**config.mk**
```make
export PLATFORM = sky130hd
export DESIGN_NAME = cascade_intc
export DESIGN_NICKNAME = d
export VERILOG_FILES = /design/src/rtl/cascade_intc.sv
export SDC_FILE = /design/constraint.sdc
export NUM_CORES = 1
export LEC_CHECK = 0
export BUFFER_PORTS_ARGS = -buffer_cell sky130_fd_sc_hd__buf_2
export CAP_MARGIN = 20
export CORE_ASPECT_RATIO = 1.5
export CORE_MARGIN = 8
export CORE_UTILIZATION = 35
export DETAILED_ROUTE_END_ITERATION = 8
export GPL_TIMING_DRIVEN = 1
export SYNTH_ARGS = -nofsm -noshare
export SYNTH_HDL_FRONTEND = slang
export SYNTH_SLANG_ARGS = --single-unit
```
**constraint.sdc**
```tcl
create_clock -name clk -period 9.75 [get_ports clk]
set_input_delay 0 -clock clk [delete_from_list [all_inputs] [get_ports clk]]
set_output_delay 0 -clock clk [all_outputs]
set_load 0.02 [all_outputs]
```
**src/rtl/cascade_intc.sv**
```systemverilog
module cascade_intc #(
  parameter int CASCADE_LINE = 2,
  parameter logic [7:0] M_TRIG_KEEP = 8'hF8,
  parameter logic [7:0] S_TRIG_KEEP = 8'hDE
) (
  input  logic        clk,
  input  logic        rst_n,
  input  logic [15:0] req_i,
  input  logic [7:0]  m_mask_i,
  input  logic [7:0]  s_mask_i,
  input  logic [7:0]  m_base_i,
  input  logic [7:0]  s_base_i,
  input  logic        auto_eoi_i,
  input  logic        rot_aeoi_i,
  input  logic        ack_i,
  input  logic        eoi_i,
  input  logic [3:0]  eoi_irq_i,
  input  logic        trig_we_i,
  input  logic        trig_sel_i,
  input  logic [7:0]  trig_wdata_i,
  output logic        int_o,
  output logic        ack_vld_o,
  output logic [7:0]  ack_vec_o,
  output logic [3:0]  ack_irq_o,
  output logic [7:0]  m_trig_o,
  output logic [7:0]  s_trig_o
);
  localparam logic [7:0]  CAS_BIT = 8'(1) << CASCADE_LINE;
  localparam logic [15:0] EXT_IGNORE = 16'(CAS_BIT);

  function automatic logic [3:0] rank(input logic [7:0] v, input logic [2:0] base);
    rank = 4'd8;
    for (int i = 7; i >= 0; i--)
      if (v[base + 3'(i)]) rank = 4'(i);
  endfunction

  logic [1:0][7:0] irr, isr, trg, pend, hit;
  logic [1:0][2:0] rot, win;
  logic [1:0][3:0] p_rank, s_rank;
  logic [1:0]      int_c;
  logic [15:0]     req_q, rise, fall, eoi_m;
  logic            m_go, s_go;

  assign pend[1] = irr[1] & ~s_mask_i;
  assign pend[0] = ((irr[0] & ~CAS_BIT) | (int_c[1] ? CAS_BIT : 8'h00)) & ~m_mask_i;

  for (genvar c = 0; c < 2; c++) begin : g_ctl
    assign p_rank[c] = rank(pend[c], rot[c]);
    assign s_rank[c] = rank(isr[c], rot[c]);
    assign int_c[c]  = p_rank[c] < s_rank[c];
    assign win[c]    = p_rank[c][2:0] + rot[c];
  end

  assign int_o = int_c[0];
  assign m_go  = ack_i & int_c[0];
  assign s_go  = m_go & (win[0] == 3'(CASCADE_LINE));
  assign hit[0] = m_go ? (8'(1) << win[0]) : 8'h00;
  assign hit[1] = s_go ? (8'(1) << win[1]) : 8'h00;

  assign rise  = req_i & ~req_q & ~EXT_IGNORE;
  assign fall  = ~req_i & req_q & ~EXT_IGNORE;
  assign eoi_m = eoi_i ? (16'(1) << eoi_irq_i) : 16'h0000;

  assign m_trig_o = trg[0] & M_TRIG_KEEP;
  assign s_trig_o = trg[1] & S_TRIG_KEEP;

  always_ff @(posedge clk or negedge rst_n) begin
    if (!rst_n) begin
      req_q     <= '0;
      irr       <= '0;
      isr       <= '0;
      rot       <= '0;
      trg[0]    <= CAS_BIT;
      trg[1]    <= '0;
      ack_vld_o <= 1'b0;
      ack_vec_o <= '0;
      ack_irq_o <= '0;
    end else begin
      req_q <= req_i;
      for (int c = 0; c < 2; c++) begin
        irr[c] <= ((irr[c] | rise[c*8 +: 8]) & ~fall[c*8 +: 8]) & ~(hit[c] & ~trg[c]);
        isr[c] <= (isr[c] & ~eoi_m[c*8 +: 8]) | (auto_eoi_i ? 8'h00 : hit[c]);
        if (auto_eoi_i && rot_aeoi_i && (hit[c] != 8'h00))
          rot[c] <= win[c] + 3'd1;
      end
      if (trig_we_i) begin
        if (trig_sel_i) trg[1] <= trig_wdata_i & S_TRIG_KEEP;
        else            trg[0] <= (trig_wdata_i & M_TRIG_KEEP) | CAS_BIT;
      end
      ack_vld_o <= m_go;
      if (m_go) begin
        ack_vec_o <= s_go ? {s_base_i[7:3], win[1]} : {m_base_i[7:3], win[0]};
        ack_irq_o <= {s_go, s_go ? win[1] : win[0]};
      end
    end
  end

  a_r9_idle_ack: assert property (@(posedge clk) disable iff (!rst_n)
    ack_i && !int_o |=> !ack_vld_o);

  a_r9_idle_state: assert property (@(posedge clk) disable iff (!rst_n)
    ack_i && !int_o && !eoi_i |=> $stable(isr) && $stable(rot));

  a_r8_vec_low: assert property (@(posedge clk) disable iff (!rst_n)
    ack_vld_o |-> ack_vec_o[2:0] == ack_irq_o[2:0]);

  a_r6_isr_set: assert property (@(posedge clk) disable iff (!rst_n)
    ack_i && int_o && !auto_eoi_i && !eoi_i |=> isr[0] != $past(isr[0]));

  a_r7_cascade_isr: assert property (@(posedge clk) disable iff (!rst_n)
    ack_vld_o && ack_irq_o[3] && !$past(auto_eoi_i) && !$past(eoi_i) |-> isr[0][CASCADE_LINE]);
endmodule

```
* After elaboration in Yosys (flattened, before gate mapping)
Cells that the tools add are included.
** Word-level totals
- Register bits :: 78
- Bits of input ports :: 68
- Output and inout port bits :: 30
- Logic and storage cells :: 195
** Operators by class
- Add/subtract/negate cells :: 18
- Magnitude comparators :: 18
- Equality and inequality tests :: 1
- Shifts and indexed selects :: 3
- Muxes and demuxes :: 104
- Bitwise gates (word level) :: 32
- Reduce and logical (&&, ||, !) cells :: 7
** Operators with widths (count)
- 2-to-1 mux 4 bit :: 32
- binary-select mux 1 bit (select 3 bit) :: 32
- AND 8 bit :: 10
- NOT 8 bit :: 10
- less-than comparator 3 x 4 -> 1 bit (second input constant) :: 16
- 2-to-1 mux 8 bit :: 5
- AND 16 bit :: 2
- 2-to-1 mux 1 bit :: 32
- NOT 16 bit :: 2
- OR 8 bit :: 4
- adder 3 bit (second input constant) :: 8
- 2-to-1 mux 16 bit :: 1
- nonzero test 8 bit :: 2
- left shift 1 x 3 -> 8 bit (first input constant) :: 2
- left shift 1 x 4 -> 16 bit (first input constant) :: 1
- adder 3 x 1 -> 3 bit (second input constant) :: 4
- adder 3 x 2 -> 3 bit (second input constant) :: 4
- less-than comparator 4 bit :: 2
- OR 8 x 3 -> 8 bit :: 1
- adder 3 bit :: 2
- 2-to-1 mux 3 bit :: 2
- AND reduction 2 bit :: 2
- == test 3 x 2 -> 1 bit (second input constant) :: 1
- logical AND 1 bit :: 3
- other kinds (2) :: 3

* Longest topological paths before layout
- Depth in word-level cells :: 33
- Depth in mapped cells :: 33
- Depth with buffers taken out :: 29

* Worst setup path before layout
No wires, ideal clock.
- Path type :: reg2reg
- Start :: register rot[3] in the netlist's numbering
- End :: register rot[1] in the netlist's numbering
- Library setup time :: 128 ps
- Data arrival time :: 6487 ps
- Required time :: 9622 ps
- Setup slack :: 3135 ps
- Stages on the path, launching flop included :: 28
- Buffers on the path :: 3
- Period minus slack after synthesis :: 6615 ps
- Cell sequence :: dfrtp_1 -> buf_4 -> inv_2 -> buf_2 -> ha_1 -> xnor2_1 -> mux4_2 -> a211oi_1 -> a21oi_1 -> ha_1 -> a21o_1 -> a211oi_1 -> clkbuf_1 -> nor4bb_1 -> o211ai_1 -> a31o_2 -> o21a_1 -> ha_1 -> fa_1 -> xnor2_1 -> xor2_4 -> inv_1 -> ha_1 -> inv_1 -> nand4_1 -> a21oi_1 -> nor3b_2 -> mux2_1
** On the way
- Cells in the longest elaborated chain, start to end :: 30
- Elaborated cells between the ends (all ways) :: 91
- Classes of those cells :: 9 x add/sub; 2 x order compare; 1 x shift; 74 x mux; 3 x bitwise; 2 x reduce/logical
** Ends and longest elaborated chain
- start: declaration :: RTL line 38 : logic [1:0][2:0] rot, win;
- start signal: indexed assignment :: RTL line 84 : rot[c] <= win[c] + 3'd1;
- adder 3 bit :: RTL line 34 : if (v[base + 3'(i)]) rank = 4'(i);
- binary-select mux 1 bit (select 3 bit) :: RTL line 34
- 2-to-1 mux 1 bit (not written as such) :: RTL line 34
- 2-to-1 mux 4 bit (8 in series) :: RTL line 34
- less-than comparator 4 bit (*) :: RTL line 50 : assign int_c[c] = p_rank[c] < s_rank[c];
- 2-to-1 mux 3 bit (*) :: RTL line 45 : assign pend[0] = ((irr[0] & ~CAS_BIT) | (int_c[1] ? CAS_BIT : 8'h00)) & ~m_mask_i;
- OR 8 x 3 -> 8 bit (*) :: RTL line 45
- AND 8 bit (*) :: RTL line 45
- binary-select mux 1 bit (select 3 bit) :: RTL line 34
- 2-to-1 mux 1 bit (not written as such) :: RTL line 34
- 2-to-1 mux 4 bit (7 in series) :: RTL line 34
- 2-to-1 mux 4 bit (*) :: RTL line 34
- less-than comparator 4 bit / adder 3 bit (equally long branches) :: RTL line 50, 51
- AND 1 bit / left shift 1 x 3 -> 8 bit (equally long branches) :: RTL line 55, 57
- 2-to-1 mux 8 bit :: RTL line 57 : assign hit[0] = m_go ? (8'(1) << win[0]) : 8'h00;
- nonzero test 8 bit :: RTL line 83 : if (auto_eoi_i && rot_aeoi_i && (hit[c] != 8'h00))
- logical AND 1 bit :: RTL line 83
Every way passes the cells marked *; elsewhere a longest branch is shown, timed or not. The select of a mux whose other input is x is not followed.
A chain may end at the register's enable or synchronous reset.

* Worst setup path in the final report
Same ends and word-level chain as after synthesis.

==> impl_results.md <==
- Status: completed
- Rel. slew slack: 0.407
- Max incr delay on CP: 0.87 ns
- Port bufs: 84
- Maximum clock frequency: 129 MHz
- Setup ws final: 2.01 ns
- Primary FF master, synth: dfrtp_1
- Post-synth EDFFs: 0
- Clk_lat worst skew: 0.34 ns
- Yosys warnings: 0
- Hold-critical path endpoint: m_trig_o[3]$_DFFE_PN0P_
- Syn Area/Cell: 10.0 um2
- Synth Instances: 579
- Final Hold Fails: 0
- Largest net degree at the start of global routing: 74
- Io pins: 98
- P&R area growth vs syn: 19.5%
- Via count: 4831
- WL per Instance: 17.5 um
- MaxCap Viol Count: 0
- Register bit total from synthesis: 73
- # rows: 57
- Slowest CP cell: dfrtp_1
- Cell area after placement: 6340 um2
- Core area: 16300 um2
- CTS Root Buffer Type: clkbuf_16
- FF+latch area: 1830 um2
- Drt first pass iters: 4
- Top-area cell type share of the netlist area: 0.314
- Worst path top cell family by delay: compound AO/OA/AOI/OAI gates
- Critical-path maximum fanout: 18
- Multi-input logic area: 3660 um2
- Arr. time, crit path: 7.95 ns
- Die area: 21100 um2
- Clock sink count: 73
- Buf/Inv on CP: 4
- Longest Clk Path Bufs: 2
- Cells on Worst Hold Path: 3
- DRC Markers: 0
- Fillers: 1570
- Final nets: 773
- Initial antenna violation count: 0
- Number of distinct library cells after synthesis: 70
- Area contributors post-synth: dfrtp_1 31%, mux4_2 12%, ha_1 5.0%
- Final Util: 0.427
- Height of the chip: 174 um
- GP Congestion: 0.881
- Crit path time final: 7.74 ns
- Hold Crit Start: trig_sel_i
- First-pass GRT wire length: 25.5 mm
- Initial drt markers: 230
- Die width: 121 um
- CP required: 9.96 ns
- Final WL: 15.5 mm
- Layout Skew: 0.00448 ns
- Gr ovfl total: 0
- R2r setup slk: 2.01 ns
- Sequential fraction of the synthesis area: 0.314
- Vias in the first global route: 5165
- GRT Total Usage: 0.149
- Vias per inst: 5.44
- Initial Utilization: 0.357
- ANT nets after route: 0
- Most used cell, CP: ha_1
- CTS Buf Count: 9
- Setup CP Type: reg -> reg
- # Post-CTS Setup Buffers: 0
- Worst Reg-to-Reg Cells: 25
- Post-Synthesis Cell Area: 5810 um2
- Clock transition at the registers of the reported paths: 0.05 ns
- Worst Setup End Kind: flip-flop
- Pins over their slew limit: 0
- Post-synth top area cell: dfrtp_1
- Final HPWL DP: 12.0 mm
- Share of layout cells above drive strength 1: 0.252
- Asr flop ratio synth: 1.00
- CTS tree: built
- Hold Path Class: in -> reg
- # diodes: 0
- Startpoint Class: flip-flop
- CTS H-tree lvls: 3
- Dpl ws: 2.01 ns
- Worst R2R End: rot[1]$_DFFE_PN0P_
- Period utilisation layout: 0.793
- # resized after CTS: 0
- Post-route cell area: 6950 um2
- Setup total negative slack: 0 ns
- Final setup vio count: 0
- Worst-Margin Slew: 0.890 ns
- R2r startpoint: rot[3]$_DFFE_PN0P_
- Unrepaired setup endpoints after global routing: no
==> per-layer routing <==
layer | track usage | part of all wire | vias to the layer above
met5 | 0 | 0 | -
met4 | 0.0671 | 0.024 | 0
met3 | 0.0218 | 0.034 | 26
met2 | 0.271 | 0.54 | 110
met1 | 0.164 | 0.40 | 2364
li1 | - | - | 2331
==> cell usage in the layout (no fill, tap or decap), types with 3 or more instances in the layout <==
master	count
nand3_1	17
a21boi_0	3
o21ai_0	37
nor2_1	26
a21oi_1	14
nand2_1	42
xnor2_1	5
buf_2	83
o41a_1	4
clkbuf_8	3
or3b_2	3
o21a_1	8
a31oi_1	13
mux2i_1	23
and3_1	6
mux2_2	24
nand3b_1	6
conb_1	5
nor3_1	6
xor2_1	4
mux4_2	32
inv_2	4
nand2b_1	19
ha_1	23
maj3_1	12
nand4_1	4
inv_1	38
nor2b_1	15
and2_1	7
o21ai_1	4
o211ai_1	5
o31ai_1	14
clkbuf_16	9
mux2_1	5
dfrtp_1	73
dlygate4sd3_1	34
o31a_1	5
buf_4	3
==> cell usage after synthesis (6+ instances only) <==
master    count
dfrtp_1      73
nand2_1      42
inv_1        38
o21ai_0      37
mux4_2       32
nor2_1       26
mux2_2       24
ha_1         23
mux2i_1      23
nand2b_1     19
nand3_1      17
nor2b_1      15
a21oi_1      14
o31ai_1      14
a31oi_1      13
buf_4        13
maj3_1       12
clkbuf_1     10
buf_2         9
o21a_1        8
and2_1        7
and3_1        6
nand3b_1      6
nor3_1        6
==> cell type report <==
| type | instances | share of cell area |
|---|---|---|
| well taps | 206 | 0.0371 |
| repair buffers | 120 | 0.112 |
| flip-flops and latches | 73 | 0.263 |
| inverters | 42 | 0.0227 |
| multi-input cells | 434 | 0.526 |
| clock buffers | 13 | 0.0389 |
==> repair_timing <==
action,in CTS,in global routing
hold buffers,34,0
setup endpoints to repair,0,0
endpoints found under the hold margin,107,0
==> tightest hold or removal path, cell delays in order <==
cell and delay [ns]:
buf_2 0.09, nor2b_1 0.13, o21ai_0 0.17
==> registers in the layout, indices dropped and copies added (netlist names) <==
name	count
ack_irq_o	1
ack_vec_o	8
ack_vld_o	1
irr	15
isr	16
m_trig_o	5
req_q	15
rot	6
s_trig_o	6
==> logic make-up after synthesis <==
| kind of cell | share of synthesized area |
|---|---|
| compound gates | 0.156 |
| xor+xnor | 0.0183 |
| fa+ha+maj | 0.0771 |
| buf+inv | 0.0594 |
| flops | 0.314 |
| mux | 0.220 |
| other cells | 0.000645 |
| simple gates | 0.155 |
==> through the flow <==
step / hold WS, ns / cells
floorplan: -0.296 / 583
global route: 0.134 / 888
global placement: 0.125 / 841
CTS: 0.0966 / 888
finish: 0.0941 / 888
detailed placement: 0.127 / 841
==> worst max-delay path by stage <==
stage	depth (start not counted)	start	endpoint	slack, ns
CTS	25	rot[3]$_DFFE_PN0P_	rot[1]$_DFFE_PN0P_	1.95
global route	25	rot[3]$_DFFE_PN0P_	rot[1]$_DFFE_PN0P_	1.41
finish	25	rot[3]$_DFFE_PN0P_	rot[1]$_DFFE_PN0P_	2.01
detailed placement	25	rot[3]$_DFFE_PN0P_	rot[1]$_DFFE_PN0P_	2.01
floorplan	27	rot[3]$_DFFE_PN0P_	rot[1]$_DFFE_PN0P_	3.13
global placement	25	rot[3]$_DFFE_PN0P_	rot[2]$_DFFE_PN0P_	2.15
Power is left out: the tool's default activity adds up to more than one toggle a clock period on the data nets, which glitch-free logic cannot reach.
